==> src/rtl/pfs_pkg.sv <==
package pfs_pkg;
  localparam int PFS_START_W = 23;
  localparam int PFS_CNT_W   = 25;

  typedef struct packed {
    logic [PFS_CNT_W-1:0]   count;
    logic [PFS_START_W-1:0] start;
  } pfs_ptr_t;

  typedef enum logic [2:0] {
    SEQ_IDLE,
    SEQ_PTR,
    SEQ_STREAM,
    SEQ_DONE,
    SEQ_ERR
  } pfs_seq_t;
endpackage

==> src/rtl/pfs_ptr_reader.sv <==
module pfs_ptr_reader
  import pfs_pkg::*;
#(
  parameter int AW        = 24,
  parameter int DW        = 16,
  parameter int PAGE_W    = 3,
  parameter int START_W   = PFS_START_W,
  parameter int CNT_W     = PFS_CNT_W,
  parameter logic [AW-1:0] OPT_BASE  = 24'h008000,
  parameter logic [AW-1:0] DATA_BASE = 24'h008020
) (
  input  logic              clk,
  input  logic              rst_n,
  input  logic              go,
  input  logic [PAGE_W-1:0] page,
  output logic              rd,
  output logic [AW-1:0]     addr,
  input  logic [DW-1:0]     rdata,
  input  logic              rvalid,
  output logic              ptr_done,
  output pfs_ptr_t          ptr,
  output logic              ptr_ok
);
  localparam int REC_WORDS = 4;
  localparam int IDX_W     = $clog2(REC_WORDS);
  localparam int SHI_W     = START_W - DW;
  localparam int CHI_W     = CNT_W - DW;
  localparam int WIN_WORDS = REC_WORDS << PAGE_W;
  localparam logic [START_W-1:0] START_MIN = START_W'(DATA_BASE);

  logic              active_q, pend_q, done_q;
  logic [PAGE_W-1:0] page_q;
  logic [IDX_W-1:0]  idx_q;
  logic [DW-1:0]     st_lo_q, ct_lo_q;
  logic [SHI_W-1:0]  st_hi_q;
  logic [CHI_W-1:0]  ct_hi_q;

  always_ff @(posedge clk) begin
    if (!rst_n) begin
      active_q <= 1'b0;
      pend_q   <= 1'b0;
      done_q   <= 1'b0;
      page_q   <= '0;
      idx_q    <= '0;
      st_lo_q  <= '0;
      st_hi_q  <= '0;
      ct_lo_q  <= '0;
      ct_hi_q  <= '0;
    end else begin
      done_q <= 1'b0;
      if (go && !active_q) begin
        active_q <= 1'b1;
        page_q   <= page;
        idx_q    <= '0;
      end else if (active_q) begin
        if (rd) pend_q <= 1'b1;
        if (pend_q && rvalid) begin
          pend_q <= 1'b0;
          case (idx_q)
            2'd0:    st_lo_q <= rdata;
            2'd1:    st_hi_q <= rdata[SHI_W-1:0];
            2'd2:    ct_lo_q <= rdata;
            default: ct_hi_q <= rdata[CHI_W-1:0];
          endcase
          if (idx_q == IDX_W'(REC_WORDS - 1)) begin
            active_q <= 1'b0;
            done_q   <= 1'b1;
          end else begin
            idx_q <= idx_q + 1'b1;
          end
        end
      end
    end
  end

  assign rd        = active_q && !pend_q;
  assign addr      = OPT_BASE + AW'({page_q, idx_q});
  assign ptr_done  = done_q;
  assign ptr.start = {st_hi_q, st_lo_q};
  assign ptr.count = {ct_hi_q, ct_lo_q};
  assign ptr_ok    = (ptr.count != '0) && (ptr.count != '1) && (ptr.start >= START_MIN);

  // pointer reads stay inside the option-word window
  a_r2_opt_window: assert property (@(posedge clk) disable iff (!rst_n)
    rd |-> (addr >= OPT_BASE) && (addr < OPT_BASE + AW'(WIN_WORDS)));
  // a record completes only on a returned flash word
  a_r4_done_on_return: assert property (@(posedge clk) disable iff (!rst_n)
    $rose(ptr_done) |-> $past(rvalid));
endmodule

==> src/rtl/pfs_word_streamer.sv <==
module pfs_word_streamer #(
  parameter int AW      = 24,
  parameter int DW      = 16,
  parameter int START_W = 23,
  parameter int CNT_W   = 25,
  parameter logic [AW-1:0] DATA_BASE = 24'h008020,
  localparam int NPW     = DW / 4,
  localparam int LOG_NPW = $clog2(NPW),
  localparam int NIB_W   = LOG_NPW + 1
) (
  input  logic               clk,
  input  logic               rst_n,
  input  logic               go,
  input  logic [START_W-1:0] start_addr,
  input  logic [CNT_W-1:0]   nib_count,
  output logic               rd,
  output logic [AW-1:0]      addr,
  input  logic [DW-1:0]      rdata,
  input  logic               rvalid,
  output logic               o_valid,
  input  logic               o_ready,
  output logic [DW-1:0]      o_data,
  output logic               o_last,
  output logic [NIB_W-1:0]   o_nibs,
  output logic               seq_done
);
  logic [AW-1:0]      addr_q;
  logic [CNT_W-1:0]   left_q;
  logic [NIB_W-1:0]   tail_q;
  logic               pend_q, valid_q, last_q, done_q;
  logic [DW-1:0]      data_q;
  logic [NIB_W-1:0]   nibs_q;
  logic [CNT_W:0]     words_rounded;
  logic [LOG_NPW-1:0] rem;
  logic [NIB_W-1:0]   tail_d;

  assign words_rounded = ({1'b0, nib_count} + (CNT_W+1)'(NPW - 1)) >> LOG_NPW;
  assign rem           = nib_count[LOG_NPW-1:0];
  assign tail_d        = (rem == '0) ? NIB_W'(NPW) : NIB_W'(rem);

  always_ff @(posedge clk) begin
    if (!rst_n) begin
      addr_q  <= '0;
      left_q  <= '0;
      tail_q  <= '0;
      pend_q  <= 1'b0;
      valid_q <= 1'b0;
      last_q  <= 1'b0;
      done_q  <= 1'b0;
      data_q  <= '0;
      nibs_q  <= '0;
    end else begin
      done_q <= 1'b0;
      if (go) begin
        addr_q  <= AW'(start_addr);
        left_q  <= CNT_W'(words_rounded);
        tail_q  <= tail_d;
        pend_q  <= 1'b0;
        valid_q <= 1'b0;
      end else begin
        if (rd) pend_q <= 1'b1;
        if (pend_q && rvalid) begin
          pend_q  <= 1'b0;
          valid_q <= 1'b1;
          data_q  <= rdata;
          last_q  <= (left_q == CNT_W'(1));
          nibs_q  <= (left_q == CNT_W'(1)) ? tail_q : NIB_W'(NPW);
          left_q  <= left_q - 1'b1;
          addr_q  <= addr_q + 1'b1;
        end
        if (valid_q && o_ready) begin
          valid_q <= 1'b0;
          if (last_q) done_q <= 1'b1;
        end
      end
    end
  end

  assign rd       = (left_q != '0) && !pend_q && !valid_q;
  assign addr     = addr_q;
  assign o_valid  = valid_q;
  assign o_data   = data_q;
  assign o_last   = last_q;
  assign o_nibs   = nibs_q;
  assign seq_done = done_q;

  // a stalled word is held unchanged
  a_r8_hold_stall: assert property (@(posedge clk) disable iff (!rst_n)
    o_valid && !o_ready |=> o_valid && $stable(o_data) && $stable(o_last) && $stable(o_nibs));
  // nibble count range, full words before the last
  a_r7_nib_range: assert property (@(posedge clk) disable iff (!rst_n)
    o_valid |-> (o_nibs != '0) && (o_nibs <= NIB_W'(NPW)) && (o_last || o_nibs == NIB_W'(NPW)));
  // data reads never reach below the configuration data floor
  a_r6_data_floor: assert property (@(posedge clk) disable iff (!rst_n)
    rd |-> addr >= DATA_BASE);
endmodule

==> src/rtl/pfs_port_mux.sv <==
module pfs_port_mux #(
  parameter int AW = 24
) (
  input  logic          clk,
  input  logic          rst_n,
  input  logic          sel_data,
  input  logic          p_rd,
  input  logic [AW-1:0] p_addr,
  input  logic          d_rd,
  input  logic [AW-1:0] d_addr,
  input  logic          rvalid,
  output logic          p_rvalid,
  output logic          d_rvalid,
  output logic          fl_rd,
  output logic [AW-1:0] fl_addr
);
  assign fl_rd    = sel_data ? d_rd : p_rd;
  assign fl_addr  = sel_data ? d_addr : p_addr;
  assign p_rvalid = rvalid && !sel_data;
  assign d_rvalid = rvalid && sel_data;

  // the two requesters never strobe together
  a_r4_single_master: assert property (@(posedge clk) disable iff (!rst_n)
    !(p_rd && d_rd));
endmodule

==> src/rtl/pfs_page_fetch.sv <==
module pfs_page_fetch
  import pfs_pkg::*;
#(
  parameter int AW     = 24,
  parameter int DW     = 16,
  parameter int PAGE_W = 3,
  parameter logic [AW-1:0] OPT_BASE  = 24'h008000,
  parameter logic [AW-1:0] DATA_BASE = 24'h008020,
  localparam int NIB_W = $clog2(DW / 4) + 1
) (
  input  logic              clk,
  input  logic              rst_n,
  input  logic              start,
  input  logic [PAGE_W-1:0] page_sel,
  output logic              busy,
  output logic              done,
  output logic              error,
  output logic [AW-1:0]     fl_addr,
  output logic              fl_rd,
  input  logic [DW-1:0]     fl_rdata,
  input  logic              fl_rvalid,
  output logic              out_valid,
  input  logic              out_ready,
  output logic [DW-1:0]     out_data,
  output logic              out_last,
  output logic [NIB_W-1:0]  out_nibs
);
  pfs_seq_t      st_q;
  logic          ptr_go, str_go;
  logic          p_rd, d_rd, p_rvalid, d_rvalid;
  logic [AW-1:0] p_addr, d_addr;
  logic          ptr_done, ptr_ok, str_done;
  pfs_ptr_t      ptr;

  assign ptr_go = start && (st_q == SEQ_IDLE || st_q == SEQ_DONE);
  assign str_go = (st_q == SEQ_PTR) && ptr_done && ptr_ok;

  always_ff @(posedge clk) begin
    if (!rst_n) begin
      st_q <= SEQ_IDLE;
    end else begin
      case (st_q)
        SEQ_IDLE, SEQ_DONE: if (ptr_go) st_q <= SEQ_PTR;
        SEQ_PTR:    if (ptr_done) st_q <= ptr_ok ? SEQ_STREAM : SEQ_ERR;
        SEQ_STREAM: if (str_done) st_q <= SEQ_DONE;
        default:    st_q <= SEQ_ERR;
      endcase
    end
  end

  assign busy  = (st_q == SEQ_PTR) || (st_q == SEQ_STREAM);
  assign done  = (st_q == SEQ_DONE);
  assign error = (st_q == SEQ_ERR);

  pfs_ptr_reader #(
    .AW(AW), .DW(DW), .PAGE_W(PAGE_W),
    .START_W(PFS_START_W), .CNT_W(PFS_CNT_W),
    .OPT_BASE(OPT_BASE), .DATA_BASE(DATA_BASE)
  ) u_ptr (
    .clk(clk), .rst_n(rst_n), .go(ptr_go), .page(page_sel),
    .rd(p_rd), .addr(p_addr), .rdata(fl_rdata), .rvalid(p_rvalid),
    .ptr_done(ptr_done), .ptr(ptr), .ptr_ok(ptr_ok)
  );

  pfs_word_streamer #(
    .AW(AW), .DW(DW), .START_W(PFS_START_W), .CNT_W(PFS_CNT_W),
    .DATA_BASE(DATA_BASE)
  ) u_str (
    .clk(clk), .rst_n(rst_n), .go(str_go),
    .start_addr(ptr.start), .nib_count(ptr.count),
    .rd(d_rd), .addr(d_addr), .rdata(fl_rdata), .rvalid(d_rvalid),
    .o_valid(out_valid), .o_ready(out_ready), .o_data(out_data),
    .o_last(out_last), .o_nibs(out_nibs), .seq_done(str_done)
  );

  pfs_port_mux #(.AW(AW)) u_mux (
    .clk(clk), .rst_n(rst_n), .sel_data(st_q == SEQ_STREAM),
    .p_rd(p_rd), .p_addr(p_addr), .d_rd(d_rd), .d_addr(d_addr),
    .rvalid(fl_rvalid), .p_rvalid(p_rvalid), .d_rvalid(d_rvalid),
    .fl_rd(fl_rd), .fl_addr(fl_addr)
  );

  // error never clears without reset
  a_r5_error_sticky: assert property (@(posedge clk) disable iff (!rst_n)
    error |=> error);
  // a locked sequencer is silent on both ports
  a_r5_error_quiet: assert property (@(posedge clk) disable iff (!rst_n)
    error |-> !out_valid && !fl_rd);
  // a strobe is never followed directly by another
  a_r4_one_outstanding: assert property (@(posedge clk) disable iff (!rst_n)
    fl_rd |=> !fl_rd);
  // done rises two cycles after the final word transfers
  a_r9_done_after_last: assert property (@(posedge clk) disable iff (!rst_n)
    $rose(done) |-> $past(out_valid && out_ready && out_last, 2));
endmodule

==> config.mk <==
export PLATFORM = sky130hd
export DESIGN_NAME = pfs_page_fetch
export DESIGN_NICKNAME = d
export VERILOG_FILES = /design/src/rtl/pfs_pkg.sv /design/src/rtl/pfs_ptr_reader.sv /design/src/rtl/pfs_word_streamer.sv /design/src/rtl/pfs_port_mux.sv /design/src/rtl/pfs_page_fetch.sv
export SDC_FILE = /design/constraint.sdc
export NUM_CORES = 1
export LEC_CHECK = 0
export ABC_AREA = 0
export BUFFER_PORTS_ARGS = -buffer_cell sky130_fd_sc_hd__clkbuf_2
export CORE_ASPECT_RATIO = 0.9
export CORE_MARGIN = 1.5
export CORE_UTILIZATION = 50
export CTS_BUF_LIST = sky130_fd_sc_hd__clkbuf_4
export CTS_CLUSTER_SIZE = 25
export DETAILED_ROUTE_END_ITERATION = 7
export PLACE_DENSITY = 0.7
export RECOVER_POWER = 25
export SLEW_MARGIN = 40
export SYNTH_ARGS = -nofsm -noshare
export SYNTH_HDL_FRONTEND = slang
export SYNTH_HIERARCHICAL = 1
export SYNTH_SLANG_ARGS = --single-unit
==> constraint.sdc <==
create_clock -name clk -period 3.2 [get_ports clk]
set_input_delay 0.32 -clock clk [delete_from_list [all_inputs] [get_ports clk]]
set_output_delay 0.32 -clock clk [all_outputs]
set_load 0.02 [all_outputs]
==> flow_metrics.py <==
metrics = {
    "final_layout": {
        "final_layout_size_suffix_gt1_share_pct": 14.7,
        "nFillCells": 1276,
        "area_growth_pct": 10.1,
        "diodes": 0,
        "multiInputGateArea_sq_um": 3890,
        "fin_cells": 1064,
        "layout.nets": 916,
        "seq_area_sq_um": 2680,
        "finalInstanceArea_sq_um": 7650,
        "final_util_pct": 56.8,
    },
    "clocking": {
        "htreeDepth": 4,
        "clock_path_buffers": 2,
        "cts-buffers-inserted": 17,
        "cts_sinks": 134,
        "clk_pin_slew_ns": 0.11,
        "post-cts-setup-buffer-count": 0,
        "cts_root_buf": "clkbuf_4",
        "clk_latency_ns": 0.56,
        "cts_tree": "built",
    },
    "synth": {
        "ys_ff_latch": 134,
        "ys_seq_area_share_pct": 38.6,
        "syn-cell-area_sq_um": 6950,
        "async_flop_share_pct": 0,
        "synth_cell_types": 65,
        "netlist_instances": 814,
        "yosysWarnings": 6,
        "synth-edff-count": 0,
        "ys.flop_type": "dfxtp_1",
        "avgSynthCellArea_sq_um": 8.54,
    },
    "power": {
        "power.internal_mw": 2.30,
        "pwr-share-seq_pct": 55.8,
        "power.density_nw_per_um2": 394,
        "p_sw_mw": 0.716,
        "vdd_drop_max_mv": 0.216,
        "combPwrFrac_pct": 5.8,
        "pwr-share-clk_pct": 38.4,
        "switching_share_pct": 23.7,
        "power_leakage_nw": 2.83,
    },
    "placement": {
        "gp_congestion": 0.862,
        "placedCellCount": 1022,
        "dp_hpwl_um": 11600,
        "dpl_cell_area_sq_um": 7300,
        "post-place-ws_ns": 0.328,
        "io_buffers": 72,
    },
    "sta": {
        "max_freq_mhz": 325,
        "period_minus_slack_ns": 3.08,
        "fin_skew_ns": 0.0235,
        "fin_ws_ns": 0.121,
        "finalCritPeriodShare_pct": 96.2,
        "tightest_slew_ns": 0.846,
        "tns_ns": 0,
        "setup_viol": 0,
        "relSlewSlack_pct": 43.6,
        "finalMaxSlewViolations": 0,
        "rsz0062_at_grt": "no",
        "hold_viol_final": 0,
    },
    "global_route": {
        "grt_overflow_total": 0,
        "grt_pass1_vias": 5311,
        "grtUsageTotal_pct": 23.6,
        "antenna_found_initial": 0,
        "grt_pass1_wl_um": 27100,
        "grt_max_degree": 66,
    },
    "run_status": {
        "status": "complete, no violations",
    },
    "setup_path": {
        "worst-setup-path-type": "flip-flop to output port",
        "worstPathRequired_ns": 2.88,
        "path_cells": "or4_4, or3_4, nor3_4, nand3_1, nor3b_1, mux2_2, clkbuf_2",
        "startpoint_type": "flip-flop",
        "cpMaxStageDelayCell": "or4_4",
        "cp-end-kind": "output port",
        "critical_path_arrival_ns": 2.76,
        "crit_fanout": 6,
        "slowest_delay_ns": 0.57,
    },
    "floorplanning": {
        "die-height_um": 115,
        "io_pins": 73,
        "die-area_sq_um": 14600,
        "die_w_um": 127,
        "core_area_sq_um": 13500,
        "initial_utilization_pct": 51.7,
        "rows": 40,
    },
    "routing": {
        "first_iter_violations": 503,
        "viasPerCell": 5.53,
        "routed_wl_um": 16600,
        "drc_errors": 0,
        "wire_per_inst_um": 15.6,
        "firstDrtPassIters": 5,
        "vias": 5884,
        "ant_nets": 0,
    },
    "job": {
        "drv_cap": 0,
    },
    "worst_hold_path": {
        "hold_class": "primary input to flip-flop",
    },
}
-- state kept, by name (all words and copies together), names as in the netlist --
register and count:
st_q 3, u_ptr/active_q 1, u_ptr/ct_hi_q 9, u_ptr/ct_lo_q 16
u_ptr/idx_q 2, u_ptr/page_q 3, u_ptr/pend_q 1, u_ptr/ptr_done 1
u_ptr/st_hi_q 7, u_ptr/st_lo_q 16, u_str/addr 24, u_str/left_q 25
u_str/o_data 16, u_str/o_last 1, u_str/o_nibs 3, u_str/o_valid 1
u_str/pend_q 1, u_str/seq_done 1, u_str/tail_q 3
-- through the flow --
| stage | hold slack [ns] | total power, mW |
|---|---|---|
| 6_report | 0.0584 | 3.02 |
| 5_1_grt | 0.0278 | 3.13 |
| 4_1_cts | 0.0167 | 3.04 |
| 3_5_place_dp | 0.450 | 1.89 |
| 3_3_place_gp | 0.443 | 1.89 |
| 2_1_floorplan | 0.435 | 1.84 |
-- power by group through the flow --
stage	logic, mW	clock network (mW)	registers, mW
5_1_grt	0.189	1.25	1.68
6_report	0.176	1.16	1.68
4_1_cts	0.177	1.18	1.68
2_1_floorplan	0.124	0	1.72
3_3_place_gp	0.166	0	1.72
3_5_place_dp	0.166	0	1.72
-- final cells by class --
| cell class | count | share of cell area [%] |
|---|---|---|
| Clock buffer | 20 | 1.96 |
| Clock inverter | 11 | 1.75 |
| Inverter | 11 | 0.539 |
| Multi-Input combinational cell | 624 | 50.8 |
| Sequential cell | 134 | 35.0 |
| Tap cell | 168 | 2.75 |
| Timing Repair Buffer | 96 | 7.13 |
-- cells in the final DEF, fill, tap and decap left out, types with 22 or more instances in the layout --
cell type	netlist	layout
xor2_1	28	28
a21oi_1	40	40
o21ai_0	22	22
nor4_1	22	22
clkbuf_1	26	24
xnor2_1	33	33
nand2_1	162	161
nor2_1	39	39
clkbuf_2	0	50
nand3_1	27	27
a21boi_0	28	32
dfxtp_1	134	134
-- final timing paths --
check / end / slack (ns) / depth (start not counted) / from
hold reg to reg: u_str/o_data[1] / 0.46 / 2 / u_str/o_data[1]
hold / removal: u_str/o_data[15] / 0.06 / 3 / fl_rdata[15]
setup / recovery: fl_rd / 0.12 / 7 / u_str/left_q[16]
setup reg to reg: u_str/o_nibs[2] / 0.22 / 9 / u_ptr/st_lo_q[10]
-- timing repair --
action                     4_1_cts  5_1_grt
hold buffers                    11        0
resized for setup                0        2
hold endpoints to repair        12        0
setup endpoints to repair        0        2
-- logic make-up (layout without fill, tap and decap cells) --
group | after synthesis | after routing | share of synthesized area (%)
and+or+nand+nor | 343 | 343 | 23.9
xor gates and xnor gates | 61 | 61 | 7.68
AOI/OAI and AO/OA | 159 | 159 | 15.5
adders and majority gates | 8 | 8 | 1.44
muxes | 34 | 34 | 6.33
buffers and inverters | 73 | 138 | 6.48
other | 2 | 19 | 0.108
DFF | 134 | 134 | 38.6
-- worst max-delay path, delay by kind of cell, from the launching register on --
family | cells | cell delay [ns]
simple gates | 5 | 1.41
mux | 1 | 0.27
flops | 1 | 0.38
buf+inv | 1 | 0.15
-- routing by layer --
layer  routed length [um]  vias up  track usage [%]
li1                     -     2954                -
met1                 8360     2759             34.2
met2                 7050      158             34.7
met3                  989       13             5.86
met4                  170        0             6.97
met5                    0        -                0
-- Yosys cell counts, types with 9 or more instances --
cell / count / area [sq um]
o21ai_0: 22 / 110
xnor2_1: 33 / 289
o22ai_1: 9 / 56.3
xor2_1: 28 / 245
nand3_1: 27 / 135
nand2_1: 162 / 608
mux2_4: 18 / 270
buf_4: 25 / 188
nor4_1: 22 / 138
nand4_1: 20 / 125
clkbuf_1: 26 / 97.6
nor3_1: 20 / 100
a21boi_0: 28 / 210
nor2_1: 39 / 146
inv_1: 9 / 33.8
dfxtp_1: 134 / 2680
a211oi_1: 10 / 75.1
a21boi_1: 21 / 158
a21oi_1: 40 / 200
No activity file was read; power rests on OpenSTA's default activity.
